### src/rtl/dma_arb_pkg.sv
// Package: shared status encoding for the DMA channel request arbiter.
// Assumes two status bits per channel; 2'b11 is unused.
package dma_arb_pkg;
    typedef enum logic [1:0] {
        ST_IDLE = 2'b00,
        ST_PEND = 2'b01,
        ST_BUSY = 2'b10
    } ch_state_e;
endpackage

### src/rtl/dma_arb_chan.sv
// Module: one channel's request front end.
// Latches software and peripheral requests into a pending flag. Records
// whether the request is one-item or burst, and whether it came from the
// peripheral. After a grant to a peripheral request, the lines are masked
// until they all drop. Drives the request-clear acknowledge.
// Assumes `take` is only raised while the channel is pending and enabled.
module dma_arb_chan (
    input  logic clk,
    input  logic rst_n,
    input  logic en,
    input  logic sw_req,
    input  logic tx,
    input  logic tx_one,
    input  logic rx,
    input  logic rx_one,
    input  logic clr_hold,
    input  logic take,
    output logic pend,
    output logic single,
    output logic req_clr
);
    logic from_hw;
    logic ack_wait;
    logic clr_pulse;
    logic hw_any;
    logic burst_line;
    logic hw_ok;
    logic capture;

    // Classify this cycle's request lines and decide whether to latch them.
    always_comb begin
        hw_any     = tx | tx_one | rx | rx_one;
        burst_line = tx | rx;
        hw_ok      = hw_any & ~ack_wait;
        capture    = en & ~pend & ~take & (sw_req | hw_ok);
    end

    // Pending flag with its one-item and source attributes.
    always_ff @(posedge clk) begin
        if (!rst_n) begin
            pend    <= 1'b0;
            single  <= 1'b0;
            from_hw <= 1'b0;
        end else if (!en || take) begin
            pend <= 1'b0;
        end else if (capture) begin
            pend    <= 1'b1;
            single  <= hw_ok & ~burst_line & ~sw_req;
            from_hw <= hw_ok;
        end
    end

    // Mask the peripheral lines from a hardware grant until they all drop.
    always_ff @(posedge clk) begin
        if (!rst_n)
            ack_wait <= 1'b0;
        else if (take && from_hw)
            ack_wait <= 1'b1;
        else if (!hw_any)
            ack_wait <= 1'b0;
    end

    // One-cycle acknowledge in the first grant cycle.
    always_ff @(posedge clk) begin
        if (!rst_n)
            clr_pulse <= 1'b0;
        else
            clr_pulse <= take & from_hw;
    end

    // Select the acknowledge style for this channel.
    assign req_clr = clr_hold ? ack_wait : clr_pulse;
endmodule

### src/rtl/dma_arb_rr.sv
// Module: round-robin selector.
// Finds the first eligible channel at or after the rotating start point.
// The start point moves to one past the released channel whenever a grant
// ends. Assumes NCH >= 2.
module dma_arb_rr #(
    parameter int NCH  = 4,
    parameter int CH_W = 2
) (
    input  logic            clk,
    input  logic            rst_n,
    input  logic [NCH-1:0]  eligible,
    input  logic            release_en,
    input  logic [CH_W-1:0] last_ch,
    output logic            sel_valid,
    output logic [CH_W-1:0] sel_ch
);
    logic [CH_W-1:0] ptr;

    // Advance the start point past the channel whose grant just ended.
    always_ff @(posedge clk) begin
        if (!rst_n)
            ptr <= '0;
        else if (release_en) begin
            if (last_ch == CH_W'(NCH - 1))
                ptr <= '0;
            else
                ptr <= last_ch + 1'b1;
        end
    end

    // Rotating priority search; the lowest offset from ptr is written last and wins.
    always_comb begin
        sel_valid = 1'b0;
        sel_ch    = '0;
        for (int i = NCH - 1; i >= 0; i--) begin
            int idx;
            idx = int'(ptr) + i;
            if (idx >= NCH)
                idx = idx - NCH;
            if (eligible[idx]) begin
                sel_valid = 1'b1;
                sel_ch    = CH_W'(idx);
            end
        end
    end
endmodule

### src/rtl/dma_req_arbiter.sv
// Module: DMA channel request arbiter (top).
// Gathers per-channel requests, grants one channel at a time to the
// transfer engine in round-robin order, holds the grant until `done`, and
// reports per-channel idle/pending/busy status.
// Assumes `done` is a strobe from the engine and the inputs are synchronous to clk.
module dma_req_arbiter #(
    parameter int NCH = 4,
    localparam int CH_W = $clog2(NCH)
) (
    input  logic              clk,
    input  logic              rst_n,
    input  logic [NCH-1:0]    ch_enable,
    input  logic [NCH-1:0]    sw_req,
    input  logic [NCH-1:0]    per_tx,
    input  logic [NCH-1:0]    per_tx_one,
    input  logic [NCH-1:0]    per_rx,
    input  logic [NCH-1:0]    per_rx_one,
    input  logic [NCH-1:0]    clr_hold,
    input  logic              done,
    output logic              grant_valid,
    output logic [CH_W-1:0]   grant_ch,
    output logic              grant_single,
    output logic [NCH-1:0]    req_clr,
    output logic [2*NCH-1:0]  ch_status
);
    import dma_arb_pkg::*;

    logic [NCH-1:0] pend_vec;
    logic [NCH-1:0] single_vec;
    logic [NCH-1:0] eligible;
    logic [NCH-1:0] take_vec;
    logic           sel_valid;
    logic [CH_W-1:0] sel_ch;
    logic           fire;
    logic           release_en;

    // Decide when a new grant is issued and when the current one ends.
    always_comb begin
        eligible   = pend_vec & ch_enable;
        fire       = ~grant_valid & sel_valid;
        release_en = grant_valid & done;
    end

    dma_arb_rr #(.NCH(NCH), .CH_W(CH_W)) u_rr (
        .clk        (clk),
        .rst_n      (rst_n),
        .eligible   (eligible),
        .release_en (release_en),
        .last_ch    (grant_ch),
        .sel_valid  (sel_valid),
        .sel_ch     (sel_ch)
    );

    for (genvar g = 0; g < NCH; g++) begin : g_ch
        assign take_vec[g] = fire && (sel_ch == CH_W'(g));

        dma_arb_chan u_chan (
            .clk      (clk),
            .rst_n    (rst_n),
            .en       (ch_enable[g]),
            .sw_req   (sw_req[g]),
            .tx       (per_tx[g]),
            .tx_one   (per_tx_one[g]),
            .rx       (per_rx[g]),
            .rx_one   (per_rx_one[g]),
            .clr_hold (clr_hold[g]),
            .take     (take_vec[g]),
            .pend     (pend_vec[g]),
            .single   (single_vec[g]),
            .req_clr  (req_clr[g])
        );

        // Status encoding; busy wins over pending.
        assign ch_status[2*g +: 2] = (grant_valid && grant_ch == CH_W'(g)) ? ST_BUSY :
                                     pend_vec[g] ? ST_PEND : ST_IDLE;
    end

    // Grant register: issue on fire, hold until done.
    always_ff @(posedge clk) begin
        if (!rst_n) begin
            grant_valid  <= 1'b0;
            grant_ch     <= '0;
            grant_single <= 1'b0;
        end else if (release_en) begin
            grant_valid <= 1'b0;
        end else if (fire) begin
            grant_valid  <= 1'b1;
            grant_ch     <= sel_ch;
            grant_single <= single_vec[sel_ch];
        end
    end
endmodule

### config.mk
export PLATFORM = sky130hd
export DESIGN_NAME = dma_req_arbiter
export DESIGN_NICKNAME = d
export VERILOG_FILES = /design/src/rtl/dma_arb_pkg.sv /design/src/rtl/dma_arb_chan.sv /design/src/rtl/dma_arb_rr.sv /design/src/rtl/dma_req_arbiter.sv
export SDC_FILE = /design/constraint.sdc
export NUM_CORES = 1
export LEC_CHECK = 0
export BUFFER_PORTS_ARGS = -buffer_cell sky130_fd_sc_hd__buf_2
export CAP_MARGIN = 20
export CORE_MARGIN = 2
export CORE_UTILIZATION = 30
export DETAILED_ROUTE_END_ITERATION = 8
export PLACE_DENSITY = 0.57
export SETUP_SLACK_MARGIN = 0.3
export SLEW_MARGIN = 30
export SYNTH_ARGS = -nofsm -noshare
export SYNTH_HDL_FRONTEND = slang
export SYNTH_HIERARCHICAL = 1
export SYNTH_SLANG_ARGS = --single-unit
export TNS_END_PERCENT = 1
### constraint.sdc
create_clock -name clk -period 6.8 [get_ports clk]
set_input_delay 1.36 -clock clk [delete_from_list [all_inputs] [get_ports clk]]
set_output_delay 1.36 -clock clk [all_outputs]
set_load 0.02 [all_outputs]
==> out/qor.yml <==
power:
  leakage_uw: 0.000770
  cellPowerDensity_nw_per_um2: 183
  ir_drop_uv: 68.0
setup_path:
  end_kind: "register"
  worstPathRequired_ns: 6.96
  startpoint_type: "input pin"
  critPathKind: "input pin to register"
  path_buf_inv: 1
  critPathMaxFanout: 5
  crit_family: "simple AND/OR/NAND/NOR gates"
  worstPathArrival_ns: 3.60
  crit_chain: "buf_2 -> and2_1 -> or4_1 -> nand2b_1 -> nor2_1 -> and2_2 -> or3b_4 -> o311a_1 -> o21a_1"
  slowest_delay_ns: 0.58
  cpMaxStageDelayCell: "or4_1"
global_routing:
  antenna_found_initial: 0
  grt_pass1_wl_mm: 5.06
  grt_max_degree: 27
  first_global_vias: 1189
  grt_overflow: 0
  grt.total_usage_pct: 12.1
sta:
  drv_slew: 0
  period_needed_ns: 3.43
  tightest_slew_ns: 0.706
  slew_headroom_pct: 52.5
  final-hold-violation-count: 0
  timing.fmax_mhz: 291
  holdWs_ns: 0.449
  finalSetupViolations: 0
  rsz0062_at_grt: "false"
  setup_tns_ns: 0
  min_period_over_period_pct: 50.5
  fin_skew_ns: 0.00432
synth:
  yosysSeqAreaShare_pct: 38.2
  synth-simple-area-share_pct: 35.4
  syn_area_sq_um: 1360
  synth_cell_types: 35
  synth_edf_count: 0
  syn-mean-instance-area_sq_um: 9.34
  synth_top_family_by_area: "simple AND/OR/NAND/NOR gates"
  syn_inst: 146
  synthArstFlopShare_pct: 0
  synth_fa_ha_area_share_pct: 0.917
  synth.mux.area_fraction_pct: 7.34
  ys.flop_type: "dfxtp_1"
  syn-num-nets: 178
  yosysWarningCount: 6
  ys_seq_elements: 26
  synth_xor_area_share_pct: 0
  synth_compound_area_share_pct: 16.8
cts:
  numCtsBuffers: 3
  clkLatencyLatePin_ns: 0.27
  cts_root_buffer: "clkbuf_8"
  ctsHoldBuffers: 0
  clockBufferDepth: 2
  cts_resized: 0
  cts_sinks: 26
  cts.clk_slew.worst_paths_ns: 0.08
  htreeDepth: 1
  cts_tree: "done"
  cts_setup_buffers: 0
finish:
  nets: 228
  multi_input_area_sq_um: 831
  drive_gt1_share_pct: 32.0
  synthToLayoutAreaGrowth_pct: 24.3
  fillers: 444
  antenna_cells: 0
  seq_area_sq_um: 520
detailed_routing:
  drtIter0Drc: 42
  routed_wl_mm: 2.95
  routed-via-count: 1274
  routedWlPerCell_um: 12.0
  vias_per_cell: 5.18
  drcViolationCount: 0
  drtAntennaViolNets: 0
  drt-pass1-iter-count: 4
die:
  die_h_um: 71.4
  fp.dieW_um: 71.4
  coreArea_sq_um: 4350
  die_area_sq_um: 5100
  initial_utilization_pct: 31.3
  num_rows: 24
  ios: 47
place:
  hpwl_mm: 2.31
  portBuffers: 46
  globalplace.congestion: 0.781
job:
  cap_violations: 0
min_path:
  hold_class: "register to register"
status:
  status: "complete, no violations"
flip-flops by register name, indices dropped and copies added (netlist names):
| register | count |
|---|---|
| g_ch.u_chan/from_hw | 4 |
| grant_ch | 2 |
| grant_valid | 1 |
| u_rr/ptr | 2 |
| g_ch.u_chan/single | 4 |
| g_ch.u_chan/ack_wait | 4 |
| grant_single | 1 |
| g_ch.u_chan/clr_pulse | 4 |
| g_ch.u_chan/pend | 4 |
placed cells by master (no fill, tap or decap), types with 5 or more instances in the layout:
| cell type | n |
|---|---|
| and2_1 | 5 |
| and3_1 | 5 |
| buf_2 | 46 |
| dfxtp_1 | 26 |
| nand2_1 | 12 |
| nor2_1 | 10 |
| nor2b_1 | 7 |
| nor4_1 | 8 |
| o21ai_0 | 6 |
| or3_1 | 8 |
cell usage after synthesis (all sizes together), types with 5 or more instances:
cell | count | area [sq um]
mux2 | 5 | 60.1
nor4 | 8 | 50.1
or3 | 8 | 50.1
nand2 | 12 | 45.0
and2 | 6 | 38.8
o21ai | 6 | 30.0
nor2 | 10 | 37.5
nor2b | 7 | 43.8
and3 | 6 | 38.8
dfxtp | 26 | 521
a21boi | 6 | 45.0
metal layers:
layer	vias up	part of all wire (%)	GRT usage [%]
li1	651	-	-
met1	593	48	15.6
met2	25	47	20.4
met3	5	2.8	1.27
met4	0	2.1	5.66
met5	-	0	0
worst reg2reg max path, delay by kind of cell, from the launching register on:
kind            cells  cell delay, ns
flops               1            0.35
compound gates      2            0.49
simple gates        6            1.65
final cells by class:
| type | instances | share of cell area [%] |
|---|---|---|
| multi-input cells | 117 | 49.0 |
| flip-flops and latches | 26 | 30.7 |
| well taps | 52 | 3.84 |
| clock buffers | 3 | 2.44 |
| inverters | 2 | 0.443 |
| repair buffers | 46 | 13.6 |
stage by stage:
step	util, %	cell area, sq um	setup WS, ns	cells	total power, uW
after floorplan	-	1360	3.34	146	208
after global placement	37.8	1650	2.98	243	230
after detailed placement	37.8	1650	2.93	243	231
after CTS	38.8	1690	3.23	246	315
after global routing	38.9	1700	3.27	246	330
final	38.9	1700	3.37	246	311
worst paths after layout:
check	to	slack [ns]	cells after the start	startpoint
max	g_ch[1].u_chan/single	3.37	9	ch_enable[0]
min	g_ch[1].u_chan/from_hw	0.45	2	g_ch[1].u_chan/from_hw
max reg2reg	g_ch[1].u_chan/single	4.20	8	g_ch[1].u_chan/pend
min reg2reg	g_ch[1].u_chan/from_hw	0.45	2	g_ch[1].u_chan/from_hw
report_power, final:
part,switching (uW),internal [uW]
registers,7.40,160
logic,30.7,28.8
clock network,44.5,39.7
total,82.6,228
cell families (layout without fill, tap and decap cells):
family                   count (synthesis)  after routing
AO/OA/AOI/OAI                           31             31
adder cells (fa/ha/maj)                  1              1
buffers and inverters                    3             51
flip-flops                              26             26
multiplexers                             9              9
AND/OR/NAND/NOR                         76             76
Power figures use the tool's default switching activity.
